<file path="src/rtl/pcmd_pkg.sv">
package pcmd_pkg;

   typedef enum logic [1:0] {
      ACT_RESET  = 2'd0,
      ACT_OFF    = 2'd1,
      ACT_RETAIN = 2'd2,
      ACT_WAKE   = 2'd3
   } pwr_act_e;

   localparam logic SCOPE_WHOLE = 1'b0;
   localparam logic SCOPE_SUBSET = 1'b1;

endpackage

</file>
<file path="src/rtl/pcmd_decode.sv">
module pcmd_decode
   import pcmd_pkg::*;
#(
   parameter int DOM_W = 7,
   parameter int MASK_W = 32,
   parameter int VM_W = 3,
   parameter logic [DOM_W-1:0] MY_DOM = '0
) (
   input  logic [2:0]        cmd,
   input  logic [DOM_W-1:0]  dom,
   input  logic              kind,
   input  logic [MASK_W-1:0] mask,
   input  logic [VM_W-1:0]   vmode,
   output logic              hit,
   output logic              known,
   output pwr_act_e          op,
   output logic [MASK_W-1:0] eff_mask,
   output logic [VM_W-1:0]   eff_vmode
);

   always_comb begin
      hit       = (dom == MY_DOM);
      known     = ~cmd[2];
      op        = pwr_act_e'(cmd[1:0]);
      eff_mask  = (kind == SCOPE_SUBSET) ? mask : {MASK_W{1'b1}};
      eff_vmode = (known && op == ACT_WAKE) ? vmode : '0;
   end

endmodule

</file>
<file path="src/rtl/pcmd_resp_fifo.sv">
module pcmd_resp_fifo #(
   parameter int DEPTH = 4,
   parameter int TID_W = 4
) (
   input  logic             clk,
   input  logic             rst_n,
   input  logic             push,
   input  logic [TID_W-1:0] push_tid,
   input  logic             push_ok,
   input  logic             pop,
   output logic             full,
   output logic             empty,
   output logic [TID_W-1:0] head_tid,
   output logic             head_ok
);

   localparam int PW = (DEPTH > 1) ? $clog2(DEPTH) : 1;
   localparam int CW = $clog2(DEPTH + 1);

   logic [TID_W-1:0] tid_q [DEPTH];
   logic             ok_q  [DEPTH];
   logic [PW-1:0]    wr_ptr, rd_ptr, wr_nxt, rd_nxt;
   logic [CW-1:0]    count;
   logic             do_push, do_pop;

   assign full  = (count == CW'(DEPTH));
   assign empty = (count == '0);
   assign do_push = push && !full;
   assign do_pop  = pop && !empty;
   assign head_tid = tid_q[rd_ptr];
   assign head_ok  = ok_q[rd_ptr];

   generate
      if ((1 << PW) == DEPTH) begin : g_pow2
         assign wr_nxt = wr_ptr + 1'b1;
         assign rd_nxt = rd_ptr + 1'b1;
      end else begin : g_wrap
         assign wr_nxt = (wr_ptr == PW'(DEPTH - 1)) ? '0 : wr_ptr + 1'b1;
         assign rd_nxt = (rd_ptr == PW'(DEPTH - 1)) ? '0 : rd_ptr + 1'b1;
      end
   endgenerate

   always_ff @(posedge clk or negedge rst_n) begin
      if (!rst_n) begin
         wr_ptr <= '0;
         rd_ptr <= '0;
         count  <= '0;
      end else begin
         if (do_push) wr_ptr <= wr_nxt;
         if (do_pop)  rd_ptr <= rd_nxt;
         if (do_push && !do_pop)      count <= count + 1'b1;
         else if (do_pop && !do_push) count <= count - 1'b1;
      end
   end

   always_ff @(posedge clk) begin
      if (do_push) begin
         tid_q[wr_ptr] <= push_tid;
         ok_q[wr_ptr]  <= push_ok;
      end
   end

endmodule

</file>
<file path="src/rtl/pcmd_act_stage.sv">
module pcmd_act_stage
   import pcmd_pkg::*;
#(
   parameter int MASK_W = 32,
   parameter int VM_W = 3,
   parameter int TID_W = 4
) (
   input  logic              clk,
   input  logic              rst_n,
   input  logic              fire,
   input  pwr_act_e          in_op,
   input  logic [MASK_W-1:0] in_mask,
   input  logic [VM_W-1:0]   in_vmode,
   input  logic [TID_W-1:0]  in_tid,
   output logic              out_valid,
   output pwr_act_e          out_op,
   output logic [MASK_W-1:0] out_mask,
   output logic [VM_W-1:0]   out_vmode,
   output logic [TID_W-1:0]  out_tid
);

   always_ff @(posedge clk or negedge rst_n) begin
      if (!rst_n) begin
         out_valid <= 1'b0;
         out_op    <= ACT_RESET;
         out_mask  <= '0;
         out_vmode <= '0;
         out_tid   <= '0;
      end else begin
         out_valid <= fire;
         if (fire) begin
            out_op    <= in_op;
            out_mask  <= in_mask;
            out_vmode <= in_vmode;
            out_tid   <= in_tid;
         end
      end
   end

endmodule

</file>
<file path="src/rtl/pcmd_target.sv">
module pcmd_target
   import pcmd_pkg::*;
#(
   parameter int DOM_W = 7,
   parameter int MASK_W = 32,
   parameter int VM_W = 3,
   parameter int TID_W = 4,
   parameter int DEPTH = 4,
   parameter logic [DOM_W-1:0] MY_DOM = 7'h2A
) (
   input  logic              clk,
   input  logic              rst_n,
   input  logic              req_valid,
   input  logic [2:0]        req_cmd,
   input  logic [DOM_W-1:0]  req_dom,
   input  logic              req_kind,
   input  logic [MASK_W-1:0] req_mask,
   input  logic [VM_W-1:0]   req_vmode,
   input  logic [TID_W-1:0]  req_tid,
   output logic              req_accept,
   output logic              act_valid,
   output logic [1:0]        act_op,
   output logic [MASK_W-1:0] act_mask,
   output logic [VM_W-1:0]   act_vmode,
   output logic [TID_W-1:0]  act_tid,
   output logic              rsp_valid,
   output logic [TID_W-1:0]  rsp_tid,
   output logic              rsp_ok,
   input  logic              rsp_accept
);

   generate
      if (DEPTH < 1) begin : g_bad_depth
         $error("pcmd_target: DEPTH must be at least 1");
      end
      if (DOM_W < 1 || MASK_W < 1 || VM_W < 1 || TID_W < 1) begin : g_bad_width
         $error("pcmd_target: field widths must be positive");
      end
   endgenerate

   logic              hit, known, q_full, q_empty, taken;
   pwr_act_e          dec_op, st_op;
   logic [MASK_W-1:0] dec_mask;
   logic [VM_W-1:0]   dec_vmode;

   pcmd_decode #(
      .DOM_W(DOM_W), .MASK_W(MASK_W), .VM_W(VM_W), .MY_DOM(MY_DOM)
   ) u_dec (
      .cmd(req_cmd), .dom(req_dom), .kind(req_kind), .mask(req_mask),
      .vmode(req_vmode), .hit(hit), .known(known), .op(dec_op),
      .eff_mask(dec_mask), .eff_vmode(dec_vmode)
   );

   assign req_accept = !q_full;
   assign taken      = req_valid && req_accept;

   pcmd_resp_fifo #(.DEPTH(DEPTH), .TID_W(TID_W)) u_rsp (
      .clk(clk), .rst_n(rst_n),
      .push(taken && hit), .push_tid(req_tid), .push_ok(known),
      .pop(rsp_accept), .full(q_full), .empty(q_empty),
      .head_tid(rsp_tid), .head_ok(rsp_ok)
   );

   assign rsp_valid = !q_empty;

   pcmd_act_stage #(.MASK_W(MASK_W), .VM_W(VM_W), .TID_W(TID_W)) u_act (
      .clk(clk), .rst_n(rst_n),
      .fire(taken && hit && known), .in_op(dec_op), .in_mask(dec_mask),
      .in_vmode(dec_vmode), .in_tid(req_tid),
      .out_valid(act_valid), .out_op(st_op), .out_mask(act_mask),
      .out_vmode(act_vmode), .out_tid(act_tid)
   );

   assign act_op = st_op;

endmodule

</file>
<file path="config.mk">
export PLATFORM = sky130hd
export DESIGN_NAME = pcmd_target
export DESIGN_NICKNAME = d
export VERILOG_FILES = /design/src/rtl/pcmd_pkg.sv /design/src/rtl/pcmd_decode.sv /design/src/rtl/pcmd_resp_fifo.sv /design/src/rtl/pcmd_act_stage.sv /design/src/rtl/pcmd_target.sv
export SDC_FILE = /design/constraint.sdc
export NUM_CORES = 1
export LEC_CHECK = 0
export ABC_AREA = 1
export BUFFER_PORTS_ARGS = -buffer_cell sky130_fd_sc_hd__buf_4
export CORE_MARGIN = 10
export CORE_UTILIZATION = 55
export CTS_CLUSTER_DIAMETER = 30
export DETAILED_ROUTE_END_ITERATION = 12
export PLACE_DENSITY = 0.93
export SLEW_MARGIN = 20
export SYNTH_ARGS = -nofsm -noshare
export SYNTH_HDL_FRONTEND = slang
export SYNTH_HIERARCHICAL = 1
export SYNTH_SLANG_ARGS = --single-unit
</file>
<file path="constraint.sdc">
create_clock -name clk -period 5.8 [get_ports clk]
set_input_delay 1.74 -clock clk [delete_from_list [all_inputs] [get_ports clk]]
set_output_delay 1.74 -clock clk [all_outputs]
set_load 0.05 [all_outputs]
</file>
==> summary.md <==
| Metric | Value |
|---|---|
| Flop2flop setup slack | `3.57 ns` |
| YS warnings | `6` |
| Fillers | `451` |
| Mapped Cells | `between 300 and 400` |
| Critical path cell sequence | `buf_4, nor2_1, nand2_1, nor2_1, nand3_2, nor2_4, inv_8, nand2_1, nand2_1` |
| Final Critical Period | `around 3.2 ns` |
| RSZ-0062 raised after global routing | `false` |
| Multi-input gate area | `0.00102 mm²` |
| Final hold violations | `0` |
| Synth top area share | `approximately 37%` |
| Iter 0 DRT Violations | `76` |
| Number of setup violations in the final report | `0` |
| Final GP Congestion | `0.734` |
| Top cells by area, synth | `dfrtp_1, nand2_1, edfxtp_1, inv_1, buf_6` |
| Switching share of power | `just under 40%` |
| Tot GR Track Use | `16.3%` |
| PnR worst setup slack | `roughly 2.6 ns` |
| CTS sink cnt | `just under 70` |
| Die H | `between 90 and 100 µm` |
| Post-DRT Antenna Nets | `0` |
| Clock transition at the registers of the reported paths | `~0.07 ns` |
| Vias | `approximately 2,600` |
| Placement Setup Slack | `2.19 ns` |
| Fin. max-slew vios | `0` |
| Post-CTS Setup Bufs | `0` |
| Max Clk Rate | `308 MHz` |
| Fin nets | `~540` |
| Post-detail-place hpwl | `approximately 5700 µm` |
| Antenna Cells | `0` |
| Comb pwr share | `about a third` |
| Worst path most repeated cell | `nand2_1` |
| DRC | `0` |
| Maxcap violations | `0` |
| CP required | `approximately 6.0 ns` |
| Clock share of power | `about 24%` |
| CTS Buf Count | `9` |
| Pleak | `between 0.002 and 0.0025 µW` |
| P&R area growth vs syn | `26.4%` |
| Row count | `28` |
| First-pass GRT wire length | `about 13,000 µm` |
| Flop pwr share | `41.5%` |
| Clk_lat worst skew | `0.34 ns` |
| Register bit total from synthesis | `69` |
| Starting density of the core | `between 50% and 60%` |
| Worst relative slew slack | `between 30 and 40%` |
| Storage element area | `around 0.0018 mm²` |
| Setup TNS | `0 ns` |
| WL/cell | `13.5 µm` |
| CP Max Fanout | `43` |
| Measured slew at the worst slew-check pin | `~1 ns` |
| Hold Path Class | `reg -> reg` |
| R2R cell count | `9` |
| CTS H-tree lvls | `3` |
| CTS resizes | `0` |
| Status | `completed` |
| Crit path DAT | `about 3.5 ns` |
| Switching power | `~540 µW` |
| Layout cells sized above 1 | `a little over a quarter` |
| Chip width | `about 97 µm` |
| Initial antenna violation count | `0` |
| Final period util | `between 50% and 60%` |
| Core ar. | `between 0.005 and 0.006 mm²` |
| Mean cell area of the mapped netlist | `between 8 and 9 µm²` |
| Remaining Overflow, GRT | `0` |
| Maximum vdd drop | `between 0.2 and 0.3 mV` |
| Via density per instance | `~4.7` |
| Root buffer cell | `clkbuf_8` |
| CTS tree | `built` |
| Max incr delay on CP | `between 0.7 and 0.8 ns` |
| Post-synthesis sequential area ratio | `approximately 56%` |
| Io pins | `103` |
| CP Capture Type | `register` |
| Worst Clk Skew | `0.00469 ns` |
| CTS Buffer Depth | `2` |
| CP Launch Type | `input pin` |
| Hold path depth | `2` |
| Synth area leader | `dfrtp_1` |
| Mapped Area | `between 0.003 and 0.004 mm²` |
| Largest net degree at the start of global routing | `50` |
| Yosys cell types | `21` |
| Internal | `~860 µW` |
| Die area | `0.00947 mm²` |
| Synthesized Nets | `446` |
| Worst path slowest cell | `nor2_4` |
| PD cells | `335 mW/mm²` |
| Vias in the first global route | `approximately 2,700` |
| Routed WL | `between 7000 and 8000 µm` |
| Critical path type | `in -> reg` |
| Drt pass-1 iters | `4` |
| PortBufs | `between 100 and 150` |
| CTS Hold Buffers Added | `0` |
[power by group through the flow]
stage | clock [µW] | sequential (µW) | combinational (µW)
CTS | 342 | 579 | 483
floorplan | 0 | 651 | 274
finish | 336 | 578 | 479
global route | 362 | 584 | 519
detailed placement | 0 | 587 | 483
global placement | 0 | 585 | 468
[kinds of logic (layout without fill, tap and decap cells)]
kind of cell,after synthesis,after routing,synth area share [%]
xor+xnor,1,1,0.267
fa+ha+maj,6,6,2.51
flops,69,69,55.6
compound gates,11,11,2.59
simple gates,211,211,25.6
buf+inv,88,190,13.5
[layout by cell type (no fill, tap or decap), drive strengths merged, types with 2 or more instances in the layout]
cell type	n
nand2	190
buf	102
inv	72
dfrtp	49
edfxtp	20
clkbuf	12
nor2	11
o211ai	10
nand3	9
ha	5
clkinvlp	2
clkinv	2
[critical path, delay by kind of cell]
| family | cells | cell delay [ns] |
|---|---|---|
| simple gates | 7 | 1.35 |
| buf+inv | 2 | 0.36 |
[stage by stage]
step | power, µW | area, µm² | util (%) | hold WS [ns] | instances
after global routing | 1460 | 4160 | 71.0 | 0.497 | 563
after global placement | 1050 | 3990 | 68.1 | 0.458 | 547
after CTS | 1400 | 4160 | 71.0 | 0.478 | 563
after detailed placement | 1070 | 3990 | 68.1 | 0.462 | 547
after floorplan | 926 | 3290 | - | 0.463 | 386
final | 1390 | 4160 | 71.0 | 0.479 | 563
[sequential cells by signal, indices dropped and copies added, names as in the netlist]
register	cells
u_act/out_valid	1
u_rsp/wr_ptr	2
u_act/out_mask	32
u_rsp/count	3
u_act/out_vmode	3
u_rsp/ok_q	4
u_act/out_tid	4
u_act/out_op	2
u_rsp/tid_q	16
u_rsp/rd_ptr	2
[Yosys cell counts (all sizes together)]
cell type and n:
buf 16, fa 1, nand2 190, xnor2 1
ha 5, nand4 1, nand3 9, inv 72
nor2 11, dfrtp 49, o21ai 1, o211ai 10
edfxtp 20
[routing by layer]
layer / share of wire (%) / global-route usage, % / up-vias
li1: - / - / 1325
met1: 39 / 17.3 / 1198
met2: 51 / 27.7 / 94
met3: 9.7 / 8.04 / 9
met4: 1.1 / 5.03 / 0
met5: 0 / 0 / -
[final cells by class]
type                       count  area share [%]
sequential                    69            44.0
clock inverter                 4           0.572
tap                           75            2.26
multi-input combinational    229            24.6
inverter                      72            6.68
timing repair buffer         102            18.4
clock buffer                  12            3.49
[worst paths after layout]
path,from,to
setup / recovery,req_dom[0],u_act/out_mask[15]$_DFFE_PN0P_
hold / removal,u_act/out_mask[6]$_DFFE_PN0P_,u_act/out_mask[6]$_DFFE_PN0P_
setup reg to reg,u_rsp/count[0]$_DFFE_PN0P_,u_act/out_mask[15]$_DFFE_PN0P_
hold reg to reg,u_act/out_mask[6]$_DFFE_PN0P_,u_act/out_mask[6]$_DFFE_PN0P_
max in group asynchronous,rst_n,u_act/out_op[1]$_DFFE_PN0P_
min in group asynchronous,rst_n,u_rsp/count[2]$_DFFE_PN0P_
No activity file was read; power rests on OpenSTA's default activity.
